--- src/rtl/dram_pkg.sv ---
package dram_pkg;

  typedef enum logic [2:0] {
    ST_IDLE    = 3'd0,
    ST_ACT     = 3'd1,
    ST_OPEN    = 3'd2,
    ST_READ    = 3'd3,
    ST_WRITE   = 3'd4,
    ST_PRE     = 3'd5,
    ST_REF     = 3'd6,
    ST_RESTORE = 3'd7
  } dram_state_e;

endpackage

--- src/rtl/dram_row_dec.sv ---
module dram_row_dec #(
  parameter int ADDR_W = 3,
  localparam int ROWS = 1 << ADDR_W
) (
  input  logic [ADDR_W-1:0] row,
  output logic [ROWS-1:0]   row_sel
);

  // one select line per row, built by a comparator per line
  for (genvar g = 0; g < ROWS; g++) begin : g_line
    assign row_sel[g] = (row == ADDR_W'(g));
  end

endmodule

--- src/rtl/dram_cell_array.sv ---
module dram_cell_array #(
  parameter int ADDR_W = 3,
  localparam int ROWS = 1 << ADDR_W,
  localparam int COLS = 1 << ADDR_W
) (
  input  logic              clk,
  input  logic              rst_n,
  input  logic [ADDR_W-1:0] row,
  input  logic              sense_en,
  input  logic              restore_en,
  input  logic [COLS-1:0]   wdata,
  output logic [COLS-1:0]   rdata
);

  logic [ROWS-1:0] row_sel;
  logic [COLS-1:0] mem [ROWS];

  dram_row_dec #(.ADDR_W(ADDR_W)) dec_i (
    .row     (row),
    .row_sel (row_sel)
  );

  // storage grid: sensing drains the selected row, restoring refills it
  always_ff @(posedge clk) begin
    for (int r = 0; r < ROWS; r++) begin
      if (row_sel[r]) begin
        if (restore_en) begin
          mem[r] <= wdata;
        end else if (sense_en) begin
          mem[r] <= '0;
        end
      end
    end
  end

  assign rdata = mem[row];

  // checker state: a sensed row awaits its restore
  logic pending;
  always_ff @(posedge clk or negedge rst_n) begin
    if (!rst_n) begin
      pending <= 1'b0;
    end else if (sense_en) begin
      pending <= 1'b1;
    end else if (restore_en) begin
      pending <= 1'b0;
    end
  end

  // no second row is sensed before the first has been restored
  a_r6_no_sense_while_pending: assert property (@(posedge clk) disable iff (!rst_n)
    sense_en |-> !pending);
  // every restore belongs to an earlier sense
  a_r6_restore_has_sense: assert property (@(posedge clk) disable iff (!rst_n)
    restore_en |-> pending);
  // a grid operation touches exactly one row
  a_r2_one_row_selected: assert property (@(posedge clk) disable iff (!rst_n)
    (sense_en || restore_en) |-> ($countones(row_sel) == 1));

endmodule

--- src/rtl/dram_row_latch.sv ---
module dram_row_latch #(
  parameter int ADDR_W = 3,
  localparam int COLS = 1 << ADDR_W
) (
  input  logic              clk,
  input  logic              rst_n,
  input  logic              load_en,
  input  logic [COLS-1:0]   load_row,
  input  logic              wr_en,
  input  logic [ADDR_W-1:0] col,
  input  logic              wr_bit,
  output logic [COLS-1:0]   row_q,
  output logic              bit_out
);

  logic [COLS-1:0] row_d;

  always_comb begin
    row_d = row_q;
    if (load_en) begin
      row_d = load_row;
    end else if (wr_en) begin
      row_d[col] = wr_bit;
    end
  end

  always_ff @(posedge clk or negedge rst_n) begin
    if (!rst_n) begin
      row_q <= '0;
    end else if (load_en || wr_en) begin
      row_q <= row_d;
    end
  end

  // column multiplexor
  assign bit_out = row_q[col];

  // a column write changes at most one latch
  a_r4_single_bit_change: assert property (@(posedge clk) disable iff (!rst_n)
    (wr_en && !load_en) |=> ($countones(row_q ^ $past(row_q)) <= 1));
  // the written bit lands in the addressed latch
  a_r4_bit_lands: assert property (@(posedge clk) disable iff (!rst_n)
    (wr_en && !load_en) |=> (row_q[$past(col)] == $past(wr_bit)));

endmodule

--- src/rtl/dram_seq.sv ---
module dram_seq
  import dram_pkg::*;
#(
  parameter int ADDR_W = 3
) (
  input  logic              clk,
  input  logic              rst_n,
  input  logic [ADDR_W-1:0] addr,
  input  logic              ras,
  input  logic              cas,
  input  logic              we,
  input  logic              din,
  input  logic              refresh,
  output logic [ADDR_W-1:0] row_q,
  output logic [ADDR_W-1:0] col_q,
  output logic              din_q,
  output logic              sense_en,
  output logic              restore_en,
  output logic              wr_en,
  output logic              ready,
  output logic              valid
);

  dram_state_e state_q, state_d;
  logic        row_ld, col_ld;

  always_comb begin
    state_d = state_q;
    unique case (state_q)
      ST_IDLE: begin
        if (ras)          state_d = ST_ACT;
        else if (refresh) state_d = ST_REF;
      end
      ST_ACT:  state_d = ST_OPEN;
      ST_OPEN: begin
        if (!ras)         state_d = ST_PRE;
        else if (cas)     state_d = we ? ST_WRITE : ST_READ;
      end
      ST_READ, ST_WRITE: state_d = ST_OPEN;
      ST_PRE:            state_d = ST_IDLE;
      ST_REF:            state_d = ST_RESTORE;
      ST_RESTORE:        state_d = ST_IDLE;
      default:           state_d = ST_IDLE;
    endcase
  end

  assign row_ld = (state_q == ST_IDLE) && (ras || refresh);
  assign col_ld = (state_q == ST_OPEN) && ras && cas;

  always_ff @(posedge clk or negedge rst_n) begin
    if (!rst_n) begin
      state_q <= ST_IDLE;
    end else begin
      state_q <= state_d;
    end
  end

  always_ff @(posedge clk or negedge rst_n) begin
    if (!rst_n) begin
      row_q <= '0;
    end else if (row_ld) begin
      row_q <= addr;
    end
  end

  always_ff @(posedge clk or negedge rst_n) begin
    if (!rst_n) begin
      col_q <= '0;
      din_q <= 1'b0;
    end else if (col_ld) begin
      col_q <= addr;
      din_q <= din;
    end
  end

  assign sense_en   = (state_q == ST_ACT) || (state_q == ST_REF);
  assign restore_en = (state_q == ST_PRE) || (state_q == ST_RESTORE);
  assign wr_en      = (state_q == ST_WRITE);
  assign ready      = (state_q == ST_IDLE) || (state_q == ST_OPEN);
  assign valid      = (state_q == ST_READ);

  // read data only appears right after a column read strobe
  a_r3_valid_after_cas: assert property (@(posedge clk) disable iff (!rst_n)
    valid |-> $past(ras && cas && !we));
  // activation lasts exactly one cycle
  a_r2_act_then_open: assert property (@(posedge clk) disable iff (!rst_n)
    (state_q == ST_ACT) |=> (state_q == ST_OPEN));
  // column strobe alone leaves the idle state untouched
  a_r8_idle_cas_ignored: assert property (@(posedge clk) disable iff (!rst_n)
    ((state_q == ST_IDLE) && !ras && !refresh) |=> (state_q == ST_IDLE));
  // refresh holds off commands for two cycles
  a_r7_refresh_busy: assert property (@(posedge clk) disable iff (!rst_n)
    (state_q == ST_REF) |=> (!ready ##1 ready));

endmodule

--- src/rtl/dram_rowbuf_top.sv ---
module dram_rowbuf_top #(
  parameter int ADDR_W = 3
) (
  input  logic              clk,
  input  logic              rst_n,
  input  logic [ADDR_W-1:0] addr,
  input  logic              ras,
  input  logic              cas,
  input  logic              we,
  input  logic              din,
  input  logic              refresh,
  output logic              dout,
  output logic              ready,
  output logic              valid
);

  localparam int COLS = 1 << ADDR_W;

  logic [ADDR_W-1:0] row_q, col_q;
  logic              din_q, sense_en, restore_en, wr_en;
  logic [COLS-1:0]   grid_row, buf_row;

  dram_seq #(.ADDR_W(ADDR_W)) seq_i (
    .clk        (clk),
    .rst_n      (rst_n),
    .addr       (addr),
    .ras        (ras),
    .cas        (cas),
    .we         (we),
    .din        (din),
    .refresh    (refresh),
    .row_q      (row_q),
    .col_q      (col_q),
    .din_q      (din_q),
    .sense_en   (sense_en),
    .restore_en (restore_en),
    .wr_en      (wr_en),
    .ready      (ready),
    .valid      (valid)
  );

  dram_cell_array #(.ADDR_W(ADDR_W)) grid_i (
    .clk        (clk),
    .rst_n      (rst_n),
    .row        (row_q),
    .sense_en   (sense_en),
    .restore_en (restore_en),
    .wdata      (buf_row),
    .rdata      (grid_row)
  );

  dram_row_latch #(.ADDR_W(ADDR_W)) latch_i (
    .clk      (clk),
    .rst_n    (rst_n),
    .load_en  (sense_en),
    .load_row (grid_row),
    .wr_en    (wr_en),
    .col      (col_q),
    .wr_bit   (din_q),
    .row_q    (buf_row),
    .bit_out  (dout)
  );

endmodule

--- config.mk ---
export PLATFORM = sky130hd
export DESIGN_NAME = dram_rowbuf_top
export DESIGN_NICKNAME = d
export VERILOG_FILES = /design/src/rtl/dram_pkg.sv /design/src/rtl/dram_row_dec.sv /design/src/rtl/dram_cell_array.sv /design/src/rtl/dram_row_latch.sv /design/src/rtl/dram_seq.sv /design/src/rtl/dram_rowbuf_top.sv
export SDC_FILE = /design/constraint.sdc
export NUM_CORES = 1
export LEC_CHECK = 0
export ABC_AREA = 1
export BUFFER_PORTS_ARGS = -buffer_cell sky130_fd_sc_hd__buf_2
export CAP_MARGIN = 30
export CORE_UTILIZATION = 25
export DETAILED_ROUTE_END_ITERATION = 8
export SYNTH_ARGS = -nofsm -noshare
export SYNTH_HDL_FRONTEND = slang
export SYNTH_SLANG_ARGS = --single-unit
--- constraint.sdc ---
create_clock -name clk -period 3.15 [get_ports clk]
set_input_delay 0.315 -clock clk [delete_from_list [all_inputs] [get_ports clk]]
set_output_delay 0.315 -clock clk [all_outputs]
set_load 0.01 [all_outputs]
==> run_results.csv, run 1 <==
group,metric,value,unit
clock_tree,cts_tree,"done",
hold_path,whs_path_depth,2,
setup_path,regToRegEndpoint,"grid_i.mem[6][4]$_SDFFCE_PP0P_",
route,wl,9807,µm
placed_design,gp_congestion,0.7836,
route,dr.pass1.iters,5,
setup_path,crit_type,"reg -> reg",
sta,setup_violations,0,
route,drt_iter0_markers,206,
floorplanning,core_region_area,16520,µm²
clock_tree,cts-htree-levels,3,
hold_path,hold_start,"din",
logic_synthesis,synth.distinct_cells,25,
sta,finalHoldViolations,0,
global_route,grt_antenna_before_repair,0,
power,finalPower,5.105,mW
placed_design,dpl_worst_slack,0.9385,ns
setup_path,worstSetupStartpointType,"flop",
setup_path,arrival,2.27,ns
setup_path,r2r-start,"seq_i.row_q[1]$_DFFE_PN0P_",
clock_tree,cts_sinks,82,
logic_synthesis,syn_nets,534,
layout,final_common_cell,"nand2_1",
clock_tree,clockBufferDepth,2,
setup_path,end_kind,"flop",
sta,clock.fmax,0.4495,GHz
setup_path,cp_common_cell,"inv_1",
route,drc,0,
floorplanning,start_util,25.46,%
logic_synthesis,avgSynthCellArea,8.030,µm²
global_route,gr-total-overflow,0,
clock_tree,clk_pin_slew,0.06,ns
global_route,grt_pass1_wl,15880,µm
logic_synthesis,seq_area_frac_synth,54.48,%
global_route,grt_pass1_vias,3102,
sta,fin_ws,0.9255,ns
logic_synthesis,synthCells,524,
layout,antennaDiodeCount,0,
layout,postLayoutCellArea,4820,µm²
layout,drive_gt1_share,10.22,%
hold_path,hp-class,"in -> reg",
power,vdd_drop_max,0.4957,mV
floorplanning,die_w,131.7,µm
layout,area_growth,14.54,%
placed_design,place_hpwl,6874,µm
job,maxCapViolations,0,
setup_path,reg2regPathDepth,5,
sta,whs,0.2136,ns
setup_path,crit_fanout,21,
sta,final_max_slew_viol_count,0,
layout,final_cell_mix,"nand2_1 (187), inv_1 (88), edfxtp_1 (56), nand3_1 (36), o21ai_0 (25)",
placed_design,placed_cells,741,
global_route,grt_usage,12.12,%
logic_synthesis,syn_area,4208,µm²
global_route,grt_max_degree,25,
floorplanning,die_h,131.7,µm
layout,finish.utilization,29.17,%
placed_design,place_area,4486,µm²
clock_tree,clock_latency,0.34,ns
setup_path,path_cells,"inv_1, nor2_2, inv_1, nor3_1, buf_4",
sta,relSlewSlack,50.96,%
floorplanning,dieArea,17350,µm²
outcome,status,"finished, final reports clean",
sta,layout_min_cycle_time,2.224,ns
floorplanning,rows,47,
route,wl_per_cell,12.94,µm
sta,clock_skew,0.006636,ns
power,p_per_area,1059,nW/µm²
clock_tree,clock-root-buffer,"clkbuf_16",
sta,period_share,70.62,%
route,vias,3214,
route,avgViaCountPerCell,4.240,
setup_path,rrSetupSlack,0.93,ns
layout,layout.nets,543,
floorplanning,ios,13,
placed_design,numPortBuffers,12,
clock_tree,post-cts-setup-buffers,0,
logic_synthesis,yosys_warnings,0,
hold_path,min_to,"seq_i.din_q$_DFFE_PN0P_",
sta,worst_pin_slew,0.7356,ns
route,ant_nets,0,
logic_synthesis,synth-seq-cells,82,
sta,rsz0062_at_grt,"no",
setup_path,crit_slowest_cell,"dfrtp_1",
setup_path,critPathMaxStageDelay,0.75,ns
power,p_leak,2.286,nW
setup_path,required,3.20,ns
layout,fin_cells,758,
sta,fin_setup_tns,0,ns
clock_tree,numCtsBuffers,9,
==> area by class of cell <==
type                            instances  area (µm²)
Fill cell                            1775       11710
Sequential cell                        82        2292
Multi-Input combinational cell        324        1435
Inverter                               94       355.3
Tap cell                              220       275.3
Clock buffer                           12       267.8
Timing Repair Buffer                   22       137.6
Clock inverter                          4       56.30
==> sequential cells by signal, summed over array words and instances, names as in the netlist <==
name	count
grid_i.mem	64
latch_i.row_q	8
seq_i.col_q	3
seq_i.row_q	3
seq_i.state_q	3
seq_i.din_q	1
==> routing by layer <==
layer  global-route usage, %  wire, µm
met1                   16.01      4693
met2                   19.49      4597
met3                   2.345       353
met4                   4.845       163
met5                       0         0
==> worst max-delay path by stage <==
stage                                      to  depth (start not counted)                       start  slack (ns)
2_1_floorplan  grid_i.mem[2][0]$_SDFFCE_PP0P_                          5  seq_i.row_q[0]$_DFFE_PN0P_        1.20
3_3_place_gp   grid_i.mem[2][5]$_SDFFCE_PP0P_                          5  seq_i.row_q[1]$_DFFE_PN0P_        0.99
3_5_place_dp   grid_i.mem[6][7]$_SDFFCE_PP0P_                          5  seq_i.row_q[1]$_DFFE_PN0P_        0.94
4_1_cts        grid_i.mem[6][4]$_SDFFCE_PP0P_                          5  seq_i.row_q[1]$_DFFE_PN0P_        0.92
5_1_grt        grid_i.mem[6][0]$_SDFFCE_PP0P_                          5  seq_i.row_q[1]$_DFFE_PN0P_        0.74
6_report       grid_i.mem[6][4]$_SDFFCE_PP0P_                          5  seq_i.row_q[1]$_DFFE_PN0P_        0.93
==> cells by family (layout without fill, tap and decap cells) <==
logic type / after synthesis / in the layout / share of synthesized area [%]
compound gates: 59 / 59 / 7.523
flops: 82 / 82 / 54.47
mux: 1 / 1 / 0.2676
buf+inv: 118 / 132 / 11.42
simple gates: 264 / 264 / 26.32
==> where the power goes <==
group          switching (mW)  internal, mW  leakage [nW]
Clock                   0.425         0.690         0.159
Combinational            1.33         0.653          1.34
Sequential              0.403          1.60         0.790
==> synthesized netlist by cell type <==
library cell / n / area, µm²
nand2_1: 187 / 701.9
inv_1: 88 / 330.3
edfxtp_1: 56 / 1682
nand3_1: 36 / 180.2
o21ai_0: 25 / 125.1
nor2_1: 23 / 86.33
a21oi_1: 20 / 100.1
dfrtp_1: 18 / 450.4
o22ai_1: 12 / 75.07
buf_2: 10 / 50.05
clkbuf_1: 10 / 37.54
dfxtp_1: 8 / 160.2
nor3_1: 7 / 35.03
inv_2: 5 / 18.77
nor2_2: 4 / 25.02
buf_4: 2 / 15.01
buf_6: 2 / 22.52
nand2_2: 2 / 12.51
nand3_2: 2 / 20.02
nand3_4: 2 / 35.03
inv_4: 1 / 6.260
mux2_2: 1 / 11.26
nand2_4: 1 / 11.26
o21ai_2: 1 / 8.760
o31ai_1: 1 / 7.510
==> critical path: cells and delay by family, from the launching register on <==
family        cells  cell delay, ns
simple gates      2            0.48
flops             1            0.75
buf+inv           3            0.71
==> timing repair <==
item | in CTS | in global routing
hold buffers | 1 | 0
gates resized for setup | 0 | 0
endpoints found under the hold margin | 18 | 0
No activity file was read; power rests on OpenSTA's default activity.
==> run 2: changes to the inputs <==
Settings changed: ABC_AREA 1 to 0.
Clock period 3.15 ns to 1.99 ns, I/O delays scaled along.
==> run_results.csv, run 2 <==
group,metric,value,unit
logic_synthesis,synthXorXnorAreaFrac,0,%
placed_design,numPortBuffers,12,
power,vdd_drop_max,0.5816,mV
setup_path,end_kind,"primary output",
sta,worst_pin_slew,0.8685,ns
logic_synthesis,synthTopCellsByArea,"edfxtp_1 (42%), dfrtp_1 (11%), mux4_2 (9.1%)",
clock_tree,cts-htree-levels,3,
logic_synthesis,synth.distinct_cells,41,
sta,period_share,97.33,%
route,wl,9000,µm
layout,layout.nets,338,
clock_tree,clock_latency,0.34,ns
logic_synthesis,synth_edf_count,56,
layout,fin_cells,544,
clock_tree,clockBufferDepth,2,
placed_design,gp_congestion,0.8333,
logic_synthesis,avgSynthCellArea,13.40,µm²
global_route,grt_pass1_wl,14060,µm
sta,clock_skew,0.004906,ns
logic_synthesis,synth-seq-cells,82,
global_route,grt_antenna_before_repair,0,
sta,setup_violations,0,
setup_path,crit_type,"reg -> out",
floorplanning,die_w,128.2,µm
clock_tree,cts_sinks,82,
logic_synthesis,synth-compound-area-share,4.936,%
route,ant_nets,0,
power,p_leak,1.753,nW
setup_path,arrival,1.74,ns
global_route,grt_pass1_vias,2514,
floorplanning,rows,45,
sta,final_max_slew_viol_count,0,
logic_synthesis,synthCells,297,
route,drc,0,
logic_synthesis,yosysTopAreaCell,"edfxtp_1",
layout,area_growth,18.58,%
sta,relSlewSlack,41.78,%
sta,finalHoldViolations,0,
floorplanning,die_h,128.2,µm
placed_design,dpl_worst_slack,0.1162,ns
route,dr.pass1.iters,4,
layout,largest-register,"grid_i.mem",
layout,antennaDiodeCount,0,
floorplanning,ios,13,
logic_synthesis,yosys_warnings,0,
clock_tree,numCtsBuffers,9,
logic_synthesis,syn_nets,307,
sta,fin_setup_tns,0,ns
layout,multi_input_area,1563,µm²
logic_synthesis,yosys.area_share.adder,0,%
route,drt_iter0_markers,157,
logic_synthesis,yosys.area_share.simple,17.95,%
floorplanning,core_region_area,15370,µm²
route,avgViaCountPerCell,4.537,
clock_tree,clk_pin_slew,0.06,ns
hold_path,hp-class,"in -> reg",
floorplanning,dieArea,16430,µm²
global_route,grt_max_degree,20,
sta,fin_ws,0.05306,ns
logic_synthesis,syn_area,3980,µm²
clock_tree,cts_tree,"done",
global_route,gr-total-overflow,0,
setup_path,crit_fanout,10,
layout,largest_reg_flops,64,
clock_tree,clock-root-buffer,"clkbuf_16",
layout,drive_gt1_share,27.03,%
layout,seq_area,2293,µm²
layout,final_cell_mix,"edfxtp_1 (56), and2_1 (37), buf_4 (25), nor2_1 (22)",
logic_synthesis,ys_async_sr_fraction,21.95,%
logic_synthesis,synth.area.mux_share,16.19,%
power,p_per_area,1581,nW/µm²
sta,clock.fmax,0.5163,GHz
layout,finish.utilization,30.70,%
placed_design,placed_cells,524,
layout,nFillCells,1550,
sta,rsz0062_at_grt,"no",
global_route,grt_usage,11.90,%
layout,reg_top3,"grid_i.mem: 64 flops, latch_i.row_q: 8 flops",
setup_path,required,1.79,ns
logic_synthesis,yosysMostFrequentCell,"edfxtp_1",
floorplanning,start_util,25.89,%
route,vias,2468,
logic_synthesis,synth.top_cell.area_share,42.25,%
logic_synthesis,ys.flop_type,"edfxtp_1",
logic_synthesis,seq_area_frac_synth,57.59,%
job,maxCapViolations,0,
power,finalPower,7.461,mW
outcome,status,"finished, final reports clean",
placed_design,place_hpwl,6272,µm
setup_path,worstSetupStartpointType,"flop",
sta,layout_min_cycle_time,1.937,ns
layout,final_common_cell,"edfxtp_1",
route,wl_per_cell,16.54,µm
logic_synthesis,netlist_top_cells_count,"edfxtp_1 (56), and2_1 (37), nor2_1 (23)",
logic_synthesis,synth_top_family_by_area,"simple AND/OR/NAND/NOR gates",
-- run 2: cell count changes after synthesis, moves of 17 or more --
cell / change
nand2_1: -180
nand3_1: -26
inv_1: -80
and2_1: +37
o21ai_0: -22
nor2b_1: +17
-- run 2: cells by family after synthesis --
logic type      after synthesis
simple gates                121
flops                        82
mux                          43
buf+inv                      26
compound gates               25
-- run 2: worst paths after layout --
| check | startpoint | to | slack (ns) | cells after the start |
|---|---|---|---|---|
| worst min register to register | grid_i.mem[4][2]$_SDFFE_PP0P_ | grid_i.mem[4][2]$_SDFFE_PP0P_ | 0.51 | 2 |
| worst max register to register | seq_i.state_q[2]$_DFFE_PN0P_ | grid_i.mem[0][1]$_SDFFCE_PP0P_ | 0.12 | 3 |
| max in group asynchronous | rst_n | seq_i.col_q[0]$_DFFE_PN0P_ | 1.35 | 2 |
| worst min-delay path | din | seq_i.din_q$_DFFE_PN0P_ | 0.10 | 2 |
| worst max-delay path | latch_i.row_q[5]$_DFFE_PN0P_ | dout | 0.05 | 3 |
| min in group asynchronous | rst_n | latch_i.row_q[0]$_DFFE_PN0P_ | 0.33 | 2 |
-- run 2: what timing repair did --
action	in CTS	in global routing
pin swaps	0	0
gates resized for setup	1	1
setup buffers	0	3
endpoints found under the hold margin	18	0
setup endpoints to repair	1	9
hold buffers	1	0
-- run 2: metal layers --
| layer | vias to the layer above | track usage, % | wire, µm |
|---|---|---|---|
| li1 | 1150 | - | - |
| met2 | 47 | 19.12 | 4281 |
| met4 | 0 | 6.228 | 281 |
| met3 | 19 | 2.755 | 331 |
| met5 | - | 0 | 0 |
| met1 | 1252 | 14.90 | 4106 |
-- run 2: critical path: stages, from the launching register on --
cell and delay (ns):
dfrtp_1 0.50, mux4_2 0.50, mux2_2 0.26, buf_2 0.14
-- run 2: area by class of cell --
| class | count | area share [%] |
|---|---|---|
| Tap cell | 211 | 5.594 |
| Sequential cell | 82 | 48.59 |
| Inverter | 8 | 0.6363 |
| Timing Repair Buffer | 38 | 5.461 |
| Multi-Input combinational cell | 189 | 33.11 |
| Clock inverter | 6 | 1.750 |
| Clock buffer | 10 | 4.852 |
-- run 2: power breakdown --
| part | total, mW | internal, mW | switching (mW) |
|---|---|---|---|
| sequential | 2.84 | 2.44 | 0.403 |
| combinational | 2.88 | 1.41 | 1.47 |
| clock | 1.74 | 1.09 | 0.651 |
| total | 7.46 | 4.94 | 2.52 |
-- run 2: through the flow --
stage	hold slack (ns)	area (µm²)
detailed placement	0.1522	4372
global route	0.1043	4720
finish	0.1004	4720
global placement	0.1553	4372
floorplan	-0.09659	3985
CTS	0.09417	4695
